### src/rtl/dma_chan_pkg.sv
package dma_chan_pkg;
  localparam int REG_AW = 7;

  localparam logic [REG_AW-1:0] OFS_SRC = 7'h00;
  localparam logic [REG_AW-1:0] OFS_DST = 7'h04;
  localparam logic [REG_AW-1:0] OFS_CNT = 7'h08;
  localparam logic [REG_AW-1:0] OFS_CTL = 7'h0C;
  localparam logic [REG_AW-1:0] OFS_OPR = 7'h40;
  localparam logic [REG_AW-1:0] OFS_CLR = 7'h48;

  localparam int CTL_TE  = 1;
  localparam int OPR_DME = 0;
  localparam int OPR_NMI = 1;
  localparam int OPR_AE  = 2;

  typedef struct packed {
    logic       dst_inc;
    logic       src_inc;
    logic       sz_hi;
    logic [1:0] sz_lo;
    logic       ie;
    logic       te;
    logic       en;
  } ctl_t;

  localparam ctl_t CTL_RESET = '{dst_inc: 1'b1, src_inc: 1'b1, sz_hi: 1'b0,
                                 sz_lo: 2'b10, ie: 1'b0, te: 1'b0, en: 1'b0};

  // unsupported indices fold to index 0
  function automatic logic [1:0] unit_log2(input logic [2:0] idx);
    case (idx)
      3'd1:    unit_log2 = 2'd1;
      3'd2:    unit_log2 = 2'd2;
      default: unit_log2 = 2'd0;
    endcase
  endfunction
endpackage

### src/rtl/dma_chan_regs.sv
module dma_chan_regs
  import dma_chan_pkg::*;
#(
  parameter int ADDR_W      = 32,
  parameter int DATA_W      = 32,
  parameter int CNT_W       = 24,
  parameter bit CLR_BITWISE = 1'b0,
  parameter int CLR_BIT     = 0
) (
  input  logic              clk_i,
  input  logic              rst_ni,
  input  logic              wr_i,
  input  logic [REG_AW-1:0] addr_i,
  input  logic [DATA_W-1:0] wdata_i,
  output logic [DATA_W-1:0] rdata_o,
  input  logic              nmi_i,
  input  logic              unit_done_i,
  input  logic              set_te_i,
  input  logic              set_ae_i,
  output logic [ADDR_W-1:0] src_o,
  output logic [ADDR_W-1:0] dst_o,
  output logic [CNT_W-1:0]  cnt_o,
  output logic [1:0]        log2_o,
  output logic              busy_o,
  output logic              run_o,
  output logic              clr_o,
  output logic              irq_o
);
  logic [ADDR_W-1:0] src_q, dst_q, step;
  logic [CNT_W-1:0]  cnt_q;
  ctl_t              ctl_q;
  logic              dme_q, nmif_q, ae_q;
  logic              locked;

  assign log2_o = unit_log2({ctl_q.sz_hi, ctl_q.sz_lo});
  assign step   = ADDR_W'(1) << log2_o;
  assign busy_o = ctl_q.en & ~ctl_q.te;
  assign run_o  = dme_q & ~nmif_q & ~ae_q;
  assign locked = busy_o & run_o;
  assign irq_o  = ctl_q.te & ctl_q.ie;
  assign src_o  = src_q;
  assign dst_o  = dst_q;
  assign cnt_o  = cnt_q;

  generate
    if (CLR_BITWISE) begin : g_clr_bit
      assign clr_o = wr_i && (addr_i == OFS_CLR) && wdata_i[CLR_BIT];
    end else begin : g_clr_zero
      assign clr_o = wr_i && (addr_i == OFS_CLR) && (wdata_i == '0);
    end
  endgenerate

  always_ff @(posedge clk_i or negedge rst_ni) begin
    if (!rst_ni) begin
      src_q  <= '0;
      dst_q  <= '0;
      cnt_q  <= '0;
      ctl_q  <= CTL_RESET;
      dme_q  <= 1'b0;
      nmif_q <= 1'b0;
      ae_q   <= 1'b0;
    end else begin
      if (wr_i && !locked) begin
        case (addr_i)
          OFS_SRC: src_q <= ADDR_W'(wdata_i);
          OFS_DST: dst_q <= ADDR_W'(wdata_i);
          OFS_CNT: cnt_q <= wdata_i[CNT_W-1:0];
          OFS_CTL: begin
            ctl_q    <= ctl_t'(wdata_i[7:0]);
            ctl_q.te <= ctl_q.te & wdata_i[CTL_TE];
          end
          default: ;
        endcase
      end
      if (unit_done_i) begin
        src_q <= src_q + (ctl_q.src_inc ? step : '0);
        dst_q <= dst_q + (ctl_q.dst_inc ? step : '0);
        cnt_q <= cnt_q - 1'b1;
      end
      if (set_te_i) ctl_q.te <= 1'b1;
      if (wr_i && addr_i == OFS_OPR) begin
        dme_q  <= wdata_i[OPR_DME];
        nmif_q <= nmif_q & wdata_i[OPR_NMI];
        ae_q   <= ae_q & wdata_i[OPR_AE];
      end
      if (nmi_i)    nmif_q <= 1'b1;
      if (set_ae_i) ae_q   <= 1'b1;
    end
  end

  always_comb begin
    rdata_o = '0;
    case (addr_i)
      OFS_SRC: rdata_o = DATA_W'(src_q);
      OFS_DST: rdata_o = DATA_W'(dst_q);
      OFS_CNT: rdata_o = DATA_W'(cnt_q);
      OFS_CTL: rdata_o = DATA_W'(ctl_q);
      OFS_OPR: rdata_o = DATA_W'({ae_q, nmif_q, dme_q});
      default: ;
    endcase
  end

  assert_te_at_zero_R6: assert property (@(posedge clk_i) disable iff (!rst_ni)
    $rose(ctl_q.te) |-> $past(cnt_q == '0));
  assert_cnt_falls_R5: assert property (@(posedge clk_i) disable iff (!rst_ni)
    (locked && $past(locked)) |-> (cnt_q <= $past(cnt_q)));
  assert_ae_without_te_R8: assert property (@(posedge clk_i) disable iff (!rst_ni)
    $rose(ae_q) |-> !ctl_q.te);
endmodule

### src/rtl/dma_chan_xfer.sv
module dma_chan_xfer #(
  parameter int ADDR_W = 32,
  parameter int DATA_W = 32,
  parameter int CNT_W  = 24
) (
  input  logic              clk_i,
  input  logic              rst_ni,
  input  logic              busy_i,
  input  logic              run_i,
  input  logic              clr_i,
  input  logic [ADDR_W-1:0] src_i,
  input  logic [ADDR_W-1:0] dst_i,
  input  logic [CNT_W-1:0]  cnt_i,
  input  logic [1:0]        log2_i,
  output logic              mem_req_o,
  output logic              mem_we_o,
  output logic [ADDR_W-1:0] mem_addr_o,
  output logic [1:0]        mem_size_o,
  output logic [DATA_W-1:0] mem_wdata_o,
  input  logic              mem_ack_i,
  input  logic [DATA_W-1:0] mem_rdata_i,
  output logic              unit_done_o,
  output logic              set_te_o,
  output logic              set_ae_o
);
  localparam int LANES = DATA_W / 8;

  logic              wr_q;
  logic [DATA_W-1:0] buf_q, lane_mask;
  logic [ADDR_W-1:0] amask;
  logic              active, misalign;

  for (genvar b = 0; b < LANES; b++) begin : g_lane
    assign lane_mask[b*8 +: 8] = {8{32'(b) < (32'd1 << log2_i)}};
  end

  assign amask    = (ADDR_W'(1) << log2_i) - 1'b1;
  assign misalign = |((src_i | dst_i) & amask);
  assign active   = busy_i & run_i & (cnt_i != '0);

  assign set_ae_o    = active & ~wr_q & misalign;
  assign mem_req_o   = active & ~(~wr_q & misalign);
  assign mem_we_o    = wr_q;
  assign mem_addr_o  = wr_q ? dst_i : src_i;
  assign mem_size_o  = log2_i;
  assign mem_wdata_o = buf_q;
  assign unit_done_o = mem_req_o & mem_ack_i & wr_q;
  assign set_te_o    = busy_i & run_i & (cnt_i == '0);

  always_ff @(posedge clk_i or negedge rst_ni) begin
    if (!rst_ni) begin
      wr_q  <= 1'b0;
      buf_q <= '0;
    end else if (clr_i) begin
      wr_q  <= 1'b0;
      buf_q <= '0;
    end else if (mem_req_o && mem_ack_i) begin
      wr_q <= ~wr_q;
      if (!wr_q) buf_q <= mem_rdata_i & lane_mask;
    end
  end

  assert_req_when_allowed_R3: assert property (@(posedge clk_i) disable iff (!rst_ni)
    mem_req_o |-> (busy_i && run_i));
  assert_read_then_write_R3: assert property (@(posedge clk_i) disable iff (!rst_ni)
    (mem_req_o && mem_ack_i && !mem_we_o && !clr_i) |=> !(mem_req_o && !mem_we_o));
  assert_aligned_access_R8: assert property (@(posedge clk_i) disable iff (!rst_ni)
    mem_req_o |-> ((mem_addr_o & amask) == '0));
endmodule

### src/rtl/dma_chan_engine.sv
module dma_chan_engine
  import dma_chan_pkg::*;
#(
  parameter int ADDR_W      = 32,
  parameter int DATA_W      = 32,
  parameter int CNT_W       = 24,
  parameter bit CLR_BITWISE = 1'b0,
  parameter int CLR_BIT     = 0
) (
  input  logic              clk_i,
  input  logic              rst_ni,
  input  logic              reg_wr_i,
  input  logic [REG_AW-1:0] reg_addr_i,
  input  logic [DATA_W-1:0] reg_wdata_i,
  output logic [DATA_W-1:0] reg_rdata_o,
  input  logic              nmi_i,
  output logic              irq_o,
  output logic              mem_req_o,
  output logic              mem_we_o,
  output logic [ADDR_W-1:0] mem_addr_o,
  output logic [1:0]        mem_size_o,
  output logic [DATA_W-1:0] mem_wdata_o,
  input  logic              mem_ack_i,
  input  logic [DATA_W-1:0] mem_rdata_i
);
  logic [ADDR_W-1:0] src, dst;
  logic [CNT_W-1:0]  cnt;
  logic [1:0]        log2;
  logic busy, run, clr, unit_done, set_te, set_ae;

  dma_chan_regs #(
    .ADDR_W(ADDR_W), .DATA_W(DATA_W), .CNT_W(CNT_W),
    .CLR_BITWISE(CLR_BITWISE), .CLR_BIT(CLR_BIT)
  ) u_regs (
    .clk_i, .rst_ni,
    .wr_i(reg_wr_i), .addr_i(reg_addr_i), .wdata_i(reg_wdata_i), .rdata_o(reg_rdata_o),
    .nmi_i, .unit_done_i(unit_done), .set_te_i(set_te), .set_ae_i(set_ae),
    .src_o(src), .dst_o(dst), .cnt_o(cnt), .log2_o(log2),
    .busy_o(busy), .run_o(run), .clr_o(clr), .irq_o
  );

  dma_chan_xfer #(.ADDR_W(ADDR_W), .DATA_W(DATA_W), .CNT_W(CNT_W)) u_xfer (
    .clk_i, .rst_ni,
    .busy_i(busy), .run_i(run), .clr_i(clr),
    .src_i(src), .dst_i(dst), .cnt_i(cnt), .log2_i(log2),
    .mem_req_o, .mem_we_o, .mem_addr_o, .mem_size_o, .mem_wdata_o,
    .mem_ack_i, .mem_rdata_i,
    .unit_done_o(unit_done), .set_te_o(set_te), .set_ae_o(set_ae)
  );
endmodule

### config.mk
export PLATFORM = sky130hd
export DESIGN_NAME = dma_chan_engine
export DESIGN_NICKNAME = d
export VERILOG_FILES = /design/src/rtl/dma_chan_pkg.sv /design/src/rtl/dma_chan_regs.sv /design/src/rtl/dma_chan_xfer.sv /design/src/rtl/dma_chan_engine.sv
export SDC_FILE = /design/constraint.sdc
export NUM_CORES = 1
export LEC_CHECK = 0
export CELL_PAD_IN_SITES_DETAIL_PLACEMENT = 0
export CELL_PAD_IN_SITES_GLOBAL_PLACEMENT = 1
export CORE_AREA = 2 2 186 188
export DETAILED_ROUTE_END_ITERATION = 8
export DIE_AREA = 0 0 188 190
export PLACE_DENSITY = 0.63
export SYNTH_ARGS = -nofsm -noshare
export SYNTH_HDL_FRONTEND = slang
export SYNTH_SLANG_ARGS = --single-unit
### constraint.sdc
create_clock -name clk_i -period 2.76 [get_ports clk_i]
set_input_delay 0.552 -clock clk_i [delete_from_list [all_inputs] [get_ports clk_i]]
set_output_delay 0.552 -clock clk_i [all_outputs]
set_load 0.1 [all_outputs]
---- Word level (Yosys, flattened, before mapping) ----
Cells that the tools add are included.
operators by class
  add/sub/neg operators ................... 4
  order comparisons ....................... 4
  equal/unequal tests ..................... 8
  shift operators ......................... 1
  mux-type cells .......................... 26
  bitwise gates (word level) .............. 24
  reduce and logical (&&, ||, !) cells .... 26
operator list
  operator                                             count
  2-to-1 mux 32 bit                                    12
  one-hot mux 32 bit (5 select lines)                  1
  2-to-1 mux 24 bit                                    3
  adder 32 bit                                         2
  AND 32 bit                                           2
  < comparator 1 x 32 -> 1 bit, first input constant   2
  < comparator 2 x 32 -> 1 bit, first input constant   2
  zero test 32 bit                                     1
  OR 32 bit                                            1
  OR reduction 32 bit                                  1
  left shift 1 x 2 -> 32 bit, first input constant     1
  subtractor 32 x 1 -> 32 bit, second input constant   1
  zero test 24 bit                                     1
  nonzero test 24 bit                                  1
  subtractor 24 x 1 -> 24 bit, second input constant   1
  nonzero test 2 bit                                   9
  AND 1 bit                                            16
  equality test 7 x 4 -> 1 bit, second input constant  2
  equality test 7 bit, second input constant           2
  AND reduction 2 bit                                  6
  equality test 7 x 3 -> 1 bit, second input constant  1
  zero test 7 bit                                      1
  2-to-1 mux 1 bit                                     7
  logical AND 1 bit                                    5
  7 further kinds                                      12
word-level totals
  bits in registers ....................... 132
  input port bits ......................... 76
  output and inout bits ................... 101
  logic and storage cells ................. 108

---- Depth between registers and ports, before layout ----
Gate-level depths: netlist (run 1).
  depth in word-level cells ............... 13
  depth in mapped cells ................... 13
  depth with buffers taken out ............ 12

---- By module ----
From an unflattened synthesis (run 1), not the netlist that was laid out.
second synthesis, totals
  cells, all modules ...................... 1029
  area, all modules ....................... 9505.4 µm²
modules (own cells, without submodules)
  module         times used  cells an instance  area each (µm²)  seq. area each (µm²)
  dma_chan_regs  1           820                7267.0           2481.1
  dma_chan_xfer  1           209                2238.4           825.8

---- Worst setup path after synthesis (run 1) ----
Ideal clock, no wire load.
  path type ............................... flip-flop to flip-flop
  from .................................... register u_regs.ctl_q[5] (netlist name)
  to ...................................... register u_regs.src_q[22], in the netlist u_regs.src_o[22]
  setup time .............................. 0.134 ns
  arrival time ............................ 4.924 ns
  required time ........................... 2.626 ns
  setup slack ............................. -2.298 ns
  stages on the path, launching flop included .. 14
  buffers on the path ..................... 1
  clock period less this slack ............ 5.058 ns
  cell sequence ........................... dfrtp_1 -> nor3b_1 -> nor2_1 -> and2_1 -> ha_1 -> inv_1 -> fa_1 -> nor2b_1 -> o21ai_0 -> a21oi_1 -> and3_1 -> clkbuf_1 -> a211oi_1 -> a211oi_1
on the way
  cells in the longest elaborated chain, start to end .. 13
  elaborated cells between the ends (all ways) .. 18
  classes of those cells .................. add/sub (2); eq/ne (2); shift (1); mux (3); bitwise (6); reduce/logical (4)
ends and longest elaborated chain
  item                                                                                 RTL line                                  RTL
  start: declaration                                                                   dma_chan_regs.sv:31                       ctl_t ctl_q;
  start signal: assignment                                                             dma_chan_regs.sv:69                       ctl_q <= ctl_t'(wdata_i[7:0]);
  equality test 3 x 2 -> 1 bit / equality test 3 x 1 -> 1 bit (equally long branches)  dma_chan_pkg.sv:31                        case (idx)
  one-hot mux 2 bit (2 select lines) *                                                 dma_chan_pkg.sv:31
  net mem_size_o[0]                                                                    dma_chan_engine.sv:21                     output logic [1:0] mem_size_o,
  left shift 1 x 2 -> 32 bit *                                                         dma_chan_regs.sv:36, dma_chan_xfer.sv:37
  subtractor 32 x 1 -> 32 bit                                                          dma_chan_xfer.sv:37                       assign amask = (ADDR_W'(1) << log2_i) - 1'b1;
  AND 32 bit                                                                           dma_chan_xfer.sv:38                       assign misalign = |((src_i | dst_i) & amask);
  OR reduction 32 bit                                                                  dma_chan_xfer.sv:38
  AND 1 bit                                                                            dma_chan_xfer.sv:42                       assign mem_req_o = active & ~(~wr_q & misalign);
  inverter 1 bit                                                                       dma_chan_xfer.sv:42
  AND 1 bit                                                                            dma_chan_xfer.sv:42
  AND 1 bit (2 in a row)                                                               dma_chan_xfer.sv:47                       assign unit_done_o = mem_req_o & mem_ack_i & wr_q;
  nonzero test 2 bit (no source line)                                                  -
  AND reduction 2 bit (no source line)                                                 -
  end signal: assignment                                                               dma_chan_regs.sv:65                       OFS_SRC: src_q <= ADDR_W'(wdata_i);
  end signal: assignment                                                               dma_chan_regs.sv:76                       src_q <= src_q + (ctl_q.src_inc ? step : '0);
  end: declaration                                                                     dma_chan_regs.sv:29                       logic [ADDR_W-1:0] src_q, dst_q, step;
Mark *: on every way through the listed nets, which the timed path passes. The rest lies on a longest branch.
A chain may end at the register's enable or synchronous reset.

---- Worst setup path after layout (run 1) ----
  from .................................... input reg_addr_i[5]
  to ...................................... output reg_rdata_o[10]
on the way
  cells in the longest elaborated chain, start to end .. 2
  elaborated cells between the ends (all ways) .. 6
  classes of those cells .................. eq/ne (4); mux (1); reduce/logical (1)
ends and longest elaborated chain
  item                                         RTL line               RTL
  start: declaration                           dma_chan_engine.sv:13  input logic [REG_AW-1:0] reg_addr_i,
  equality test 7 bit (tied with other cells)  dma_chan_regs.sv:93    case (addr_i)
  one-hot mux 32 bit (5 select lines) *        dma_chan_regs.sv:93
  end: declaration                             dma_chan_engine.sv:15  output logic [DATA_W-1:0] reg_rdata_o,
Mark *: on every way between the ends. The rest lies on a longest branch, timed or not.

==> results of run 1 <==
-- timing repair --
item                       4_1_cts  5_1_grt
buffers inserted                19       12
cloned                           5        0
pin swaps                       29       41
setup endpoints to repair       96       65
gates resized for setup         54       34
-- power groups by stage --
stage / Clock (mW) / Sequential [mW] / Combinational [mW]
after floorplan: 0 / 2.36 / 0.856
after global placement: 0 / 2.35 / 1.66
after detailed placement: 0 / 2.35 / 1.67
after CTS: 2.51 / 2.32 / 1.71
after global routing: 2.60 / 2.36 / 1.83
final: 2.48 / 2.34 / 1.73
-- area by class of cell --
type                    instances  area, um^2
inverters                      15        56.3
well taps                     455         569
fillers                      3298       19700
multi-input cells             751        5710
flip-flops and latches        132        3310
clock buffers                  17         425
clock inverters                15         195
repair buffers                347        4010
-- per-layer routing --
| layer | share of wire | vias up | wire [um] | GRT usage |
|---|---|---|---|---|
| li1 | - | 4222 | - | - |
| met1 | 0.46 | 4566 | 16900 | 0.286 |
| met2 | 0.48 | 296 | 17700 | 0.337 |
| met3 | 0.049 | 41 | 1810 | 0.0299 |
| met4 | 0.018 | 0 | 673 | 0.0533 |
| met5 | 0 | - | 0 | 0 |
-- through the flow --
stage	instance area [um^2]	instances	power (mW)	hold slack, ns
floorplan	9150	960	3.22	0.256
global placement	13000	1668	4.02	0.515
detailed placement	13000	1668	4.02	0.515
CTS	14100	1724	6.55	0.109
global route	14300	1732	6.78	0.121
finish	14300	1732	6.54	0.0819
-- flip-flops by register name, indices dropped and copies added, names as in the netlist --
signal and cells:
u_regs.ctl_q 8, u_regs.nmif_q 1, u_regs.dme_q 1, u_xfer.mem_we_o 1, u_regs.src_o 32, u_regs.ae_q 1, u_xfer.mem_wdata_o 32, u_regs.cnt_o 24
u_regs.dst_o 32
-- worst min-delay path by stage --
stage / startpoint / end / slack [ns] / cells past startpoint
floorplan: rst_ni / u_regs.ae_q / 0.26 / 0
global placement: u_xfer.mem_wdata_o[1] / u_xfer.mem_wdata_o[1] / 0.52 / 2
detailed placement: u_xfer.mem_wdata_o[1] / u_xfer.mem_wdata_o[1] / 0.51 / 2
CTS: rst_ni / u_regs.cnt_o[23] / 0.11 / 1
global route: rst_ni / u_regs.cnt_o[23] / 0.12 / 1
finish: rst_ni / u_regs.cnt_o[22] / 0.08 / 1
-- placed cells by master (no fill, tap or decap), drive strengths merged, types with 7 or more instances in the layout --
cell / Yosys / final
mux2: 37 / 37
a31oi: 7 / 7
o211ai: 22 / 22
nor3: 27 / 27
a21oi: 56 / 56
dfrtp: 129 / 129
nor4: 22 / 22
nand3b: 8 / 8
a221oi: 13 / 13
and3: 33 / 33
nand2b: 27 / 27
nand3: 56 / 56
o21ai: 55 / 55
nor2: 79 / 79
nand4: 13 / 13
ha: 9 / 9
a221o: 14 / 14
mux2i: 10 / 10
and2: 10 / 10
clkbuf: 45 / 17
a211oi: 23 / 23
buf: 17 / 277
a22oi: 28 / 28
o311ai: 11 / 11
inv: 15 / 21
nand2: 105 / 105
clkdlybuf4s50: 0 / 67
-- worst register-to-register path, delay by kind of cell, from the launching register on --
kind / cells / cell delay (ns)
adders and majority gates: 1 / 0.13
DFF: 1 / 0.39
and+or+nand+nor: 4 / 1.05
AOI/OAI and AO/OA: 2 / 0.45
buffers and inverters: 4 / 0.55
-- cells by family after synthesis --
kind of cell | Yosys count | share of synthesized area
simple gates | 413 | 0.253
xor+xnor | 4 | 0.00420
buf+inv | 77 | 0.0407
flops | 132 | 0.397
fa+ha+maj | 11 | 0.0183
mux | 47 | 0.0620
compound gates | 274 | 0.225
other cells | 1 | 0.000450
==> key figures, run 1 <==
Worst setup path
  – Crit path DAT: 2.38 ns
  – CP top delay family: simple AND/OR/NAND/NOR gates
  – Buf/Inv on CP: 5
  – Critical path launch point type: primary input
  – Register-to-Register Setup Slack: 0.08 ns
  – FF-to-FF path depth: 11
  – CP max FO: 8
  – Crit path capture: reg_rdata_o[10]
  – Delay of the slowest cell on the worst path: 0.59 ns
  – WP data required: 2.21 ns
  – Critical-path top delay cell: or4_4
  – Crit-path cells: buf_6 > or4_4 > buf_6 > buf_4 > nor4_4 > buf_4 > nand2_1 > o21ai_4 > buf_12
  – Worst r2r dst: u_regs.src_o[26]
  – Worst Setup SP: reg_addr_i[5]
  – Stages on the worst setup path: 9
  – Critical path type: in -> out
  – Setup crit end kind: output pin
  – Reg-to-Reg Start: u_regs.cnt_o[1]

CTS
  – Hold_buf cts: 0
  – Root Buffer: clkbuf_16
  – Clock slew seen by the registers of the worst setup and hold paths: 0.07 ns
  – CTS Buffer Depth: 2
  – CTS Sinks: 132
  – TritonCTS buffer count: 17
  – Clk_lat worst skew: 0.43 ns
  – CTS tree: built
  – H-tree Lvls: 4

Place
  – Port buffer count: 176
  – Routability congestion estimate from global placement: 0.863
  – DP Worst Slack: -0.448 ns
  – Dpl hpwl: 27000 um

Logic synthesis
  – Top-count cell post-synth: dfrtp_1
  – Syn. warnings: 0
  – FF+latch count, synth: 132
  – Top cells by area, synth: dfrtp_1, mux2_2, nand2_1, nor2_1, a21oi_1
  – Cell variety after synth: 70
  – Synth top area share: 0.387
  – Main synth FF type: dfrtp_1
  – Mapped Area: 8340 um^2
  – Leading area contributor after synthesis: dfrtp_1
  – Post-synthesis sequential area ratio: 0.397
  – Asr flop ratio synth: 1.00
  – Synth Area per Inst: 8.69 um^2
  – Synth Instances: 959
  – Synth cell count leaders: dfrtp_1, nand2_1, nor2_1
  – Post-synth EDFFs: 0

Power
  – Seq pwr share: 0.357
  – VDD IR max: 0.416 mV
  – Combinational Power Share: 0.265
  – Sw frac: 0.354
  – Clock power frac: 0.379
  – P_int: 4.23 mW
  – Switch Pwr: 2.32 mW
  – LEAKAGE: 5.76 nW
  – Pwr dens: 458 nW/um^2

Drt
  – Routed wire length: 37100 um
  – Final ANT Viol Nets: 0
  – Violation count after the first detailed-route iteration: 665
  – Via density per instance: 5.27
  – Post-route DRC violation count: 0
  – Vias: 9125
  – Drt pass-1 iters: 5
  – Routed wire per std cell: 21.4 um

STA
  – Maximum clock frequency: 341 MHz
  – Final setup fails: 33
  – Worst slew pin tran: 0.731 ns
  – Final Hold Viols: 0
  – Period utilization: 1.06
  – RSZ-0062 raised after global routing: true
  – Final Max Slew Viols: 0
  – Setup TNS: -4.22 ns
  – Clock Skews: 0.0183 ns
  – Tmin final: 2.93 ns
  – Post-route worst setup slack: -0.170 ns
  – Rel. slew slack: 0.508

Run status
  – Status: complete, but fails checks
  – Failing checks: negative setup slack

Floorplanning
  – Core box area: 33900 um^2
  – Rows: 68
  – Initial core utilization: 0.246
  – Die Ht: 190 um
  – Die ar.: 35700 um^2
  – IO Pins: 177
  – Die X: 188 um

Layout
  – Fin nets: 1351
  – Final Util: 0.421
  – Area delta synth->final: 71.3%
  – # diodes: 0
  – Share of layout cells above drive strength 1: 0.391

GRT
  – Largest net degree at the start of global routing: 54
  – First-pass GRT wire length: 56100 um
  – All-Layer GR Usage: 0.206
  – Grt total ovfl: 0
  – Initial antenna violation count: 0
  – Vias in the first global route: 8883

Flow run
  – Maxcap violations: 0

Worst hold path
  – Worst hold path class: in -> async
(Power assumes the default switching activity.)
==> run 2: changes to the inputs <==
GPL_TIMING_DRIVEN = 0   (was not set)
==> key figures, run 2 (synthesis results as in run 1) <==
Run status
  – Failing checks: negative setup slack
  – Status: complete, but fails checks

Drt
  – Post-route DRC violation count: 0
  – Violation count after the first detailed-route iteration: 862
  – Metal-1 WL: 17200 um
  – Top sig layer: met4
  – Met3 routed WL: 2730 um
  – Via density per instance: 5.45
  – Vias: 9117
  – Metal2 WL: 18900 um
  – Drt pass-1 iters: 5
  – Final ANT Viol Nets: 0
  – Routed wire length: 39700 um
  – Routed wire per std cell: 23.8 um

Floorplanning
  – Initial core utilization: 0.246
  – Die X: 188 um
  – IO Pins: 177
  – Core box area: 33900 um^2
  – Die ar.: 35700 um^2
  – Rows: 68
  – Die Ht: 190 um

CTS
  – H-tree Lvls: 4
  – Root Buffer: clkbuf_16
  – Clock slew seen by the registers of the worst setup and hold paths: 0.06 ns
  – CTS Sinks: 132
  – TritonCTS buffer count: 17
  – CTS tree: built
  – Clk_lat worst skew: 0.45 ns
  – CTS Buffer Depth: 2

GRT
  – All-Layer GR Usage: 0.221
  – First-pass GRT wire length: 58800 um
  – Vias in the first global route: 8977
  – Initial antenna violation count: 0
  – Largest net degree at the start of global routing: 76
  – Grt total ovfl: 0

Power
  – Switch Pwr: 2.26 mW
  – LEAKAGE: 5.27 nW
  – Clock power frac: 0.383
  – P_int: 3.91 mW
  – Sw frac: 0.366
  – Combinational Power Share: 0.238
  – Pwr dens: 462 nW/um^2
  – VDD IR max: 0.456 mV
  – Seq pwr share: 0.379

STA
  – Clock Skews: 0.0101 ns
  – Post-route worst setup slack: -0.144 ns
  – RSZ-0062 raised after global routing: true
  – Tmin final: 2.90 ns
  – Maximum clock frequency: 344 MHz
  – Final setup fails: 32
  – Period utilization: 1.05
  – Rel. slew slack: 0.328
  – Final Hold Viols: 0
  – Final Max Slew Viols: 0
  – Worst slew pin tran: 1.00 ns

Worst setup path
  – Critical path launch point type: primary input
  – Stages on the worst setup path: 8
  – WP data required: 2.21 ns
  – Crit path capture: reg_rdata_o[1]
  – Critical path type: in -> out
  – Buf/Inv on CP: 4
  – CP top delay family: simple AND/OR/NAND/NOR gates
  – Crit path DAT: 2.35 ns
  – Critical-path top delay cell: or4_4
  – CP max FO: 8
  – Register-to-Register Setup Slack: 0.03 ns
  – Worst Setup SP: reg_addr_i[5]
  – Worst r2r dst: u_regs.dst_o[4]
  – Delay of the slowest cell on the worst path: 0.63 ns
  – Reg-to-Reg Start: u_regs.cnt_o[10]
  – Setup crit end kind: output pin
  – Most Frequent Cell on Critical Path: buf_12
  – FF-to-FF path depth: 8
  – Crit-path cells: buf_6 > or4_4 > nor3_4 > buf_12 > clkbuf_16 > a222oi_1 > a21oi_4 > buf_12

Place
  – Routability congestion estimate from global placement: 0.867
  – Dpl hpwl: 28000 um
  – Area post-placement: 11500 um^2
  – DP Worst Slack: -2.20 ns
  – Placed Cells: 1592
  – Port buffer count: 176

Layout
  – Area delta synth->final: 60.0%
  – Most frequent cells in the layout: dfrtp_1, nand2_1, clkdlybuf4s50_1
  – Fin area: 13300 um^2
  – Fin nets: 1292
  – Share of layout cells above drive strength 1: 0.340
  – # diodes: 0
  – Most common cell after layout, fill and taps aside: dfrtp_1
  – Fin cells: 1673

Worst hold path
  – Worst hold path class: in -> async

Flow run
  – Maxcap violations: 0
-- run 2: power by group through the flow --
| stage | Clock, mW | Combinational [mW] | Sequential (mW) |
|---|---|---|---|
| finish | 2.36 | 1.47 | 2.34 |
| global route | 2.46 | 1.55 | 2.36 |
| CTS | 2.38 | 1.44 | 2.32 |
| detailed placement | 0 | 1.39 | 2.35 |
| global placement | 0 | 1.38 | 2.35 |
| floorplan | 0 | 0.856 | 2.36 |
-- run 2: repair_timing --
item,CTS,global route
gates cloned,6,2
pin swaps,53,46
hold buffers,0,0
setup buffers,37,9
setup endpoints to repair,192,142
resized for setup,546,79
-- run 2: through the flow --
| step | hold slack (ns) | utilization | power [mW] | TNS [ns] |
|---|---|---|---|---|
| detailed placement | 0.512 | 0.339 | 3.74 | -199.10 |
| floorplan | 0.256 | - | 3.22 | -15.31 |
| global placement | 0.506 | 0.338 | 3.73 | -854.74 |
| CTS | 0.110 | 0.383 | 6.14 | -5.77 |
| finish | 0.0909 | 0.393 | 6.17 | -3.18 |
| global route | 0.138 | 0.393 | 6.38 | -5.31 |
-- run 2: how the worst min path moves through the flow --
stage,depth (start not counted),slack (ns),end,from
2_1_floorplan,0,0.26,u_regs.ae_q,rst_ni
3_5_place_dp,2,0.51,u_xfer.mem_wdata_o[3],u_xfer.mem_wdata_o[3]
6_report,1,0.09,u_regs.cnt_o[23],rst_ni
3_3_place_gp,2,0.51,u_xfer.mem_wdata_o[3],u_xfer.mem_wdata_o[3]
5_1_grt,1,0.14,u_regs.cnt_o[23],rst_ni
4_1_cts,1,0.11,u_regs.cnt_o[23],rst_ni
-- run 2: layout make-up --
class	instances	area [um^2]
fillers	3343	20600
clock buffers	17	425
flip-flops and latches	132	3310
multi-input cells	751	5760
inverters	15	56.3
well taps	455	569
plain buffers	58	577
clock inverters	15	158
repair buffers	230	2490
-- run 2: worst reg2reg max path: stages, from the launching register on --
cell     delay [ns]
dfrtp_1        0.42
or4_4          0.57
or3_4          0.46
buf_4          0.17
o21a_1         0.20
buf_8          0.16
buf_12         0.16
buf_12         0.16
a221o_1        0.32
-- run 2: routing by layer --
layer	GRT usage	vias up
li1	-	4147
met1	0.296	4538
met2	0.356	377
met3	0.0450	55
met4	0.0678	0
met5	0	-
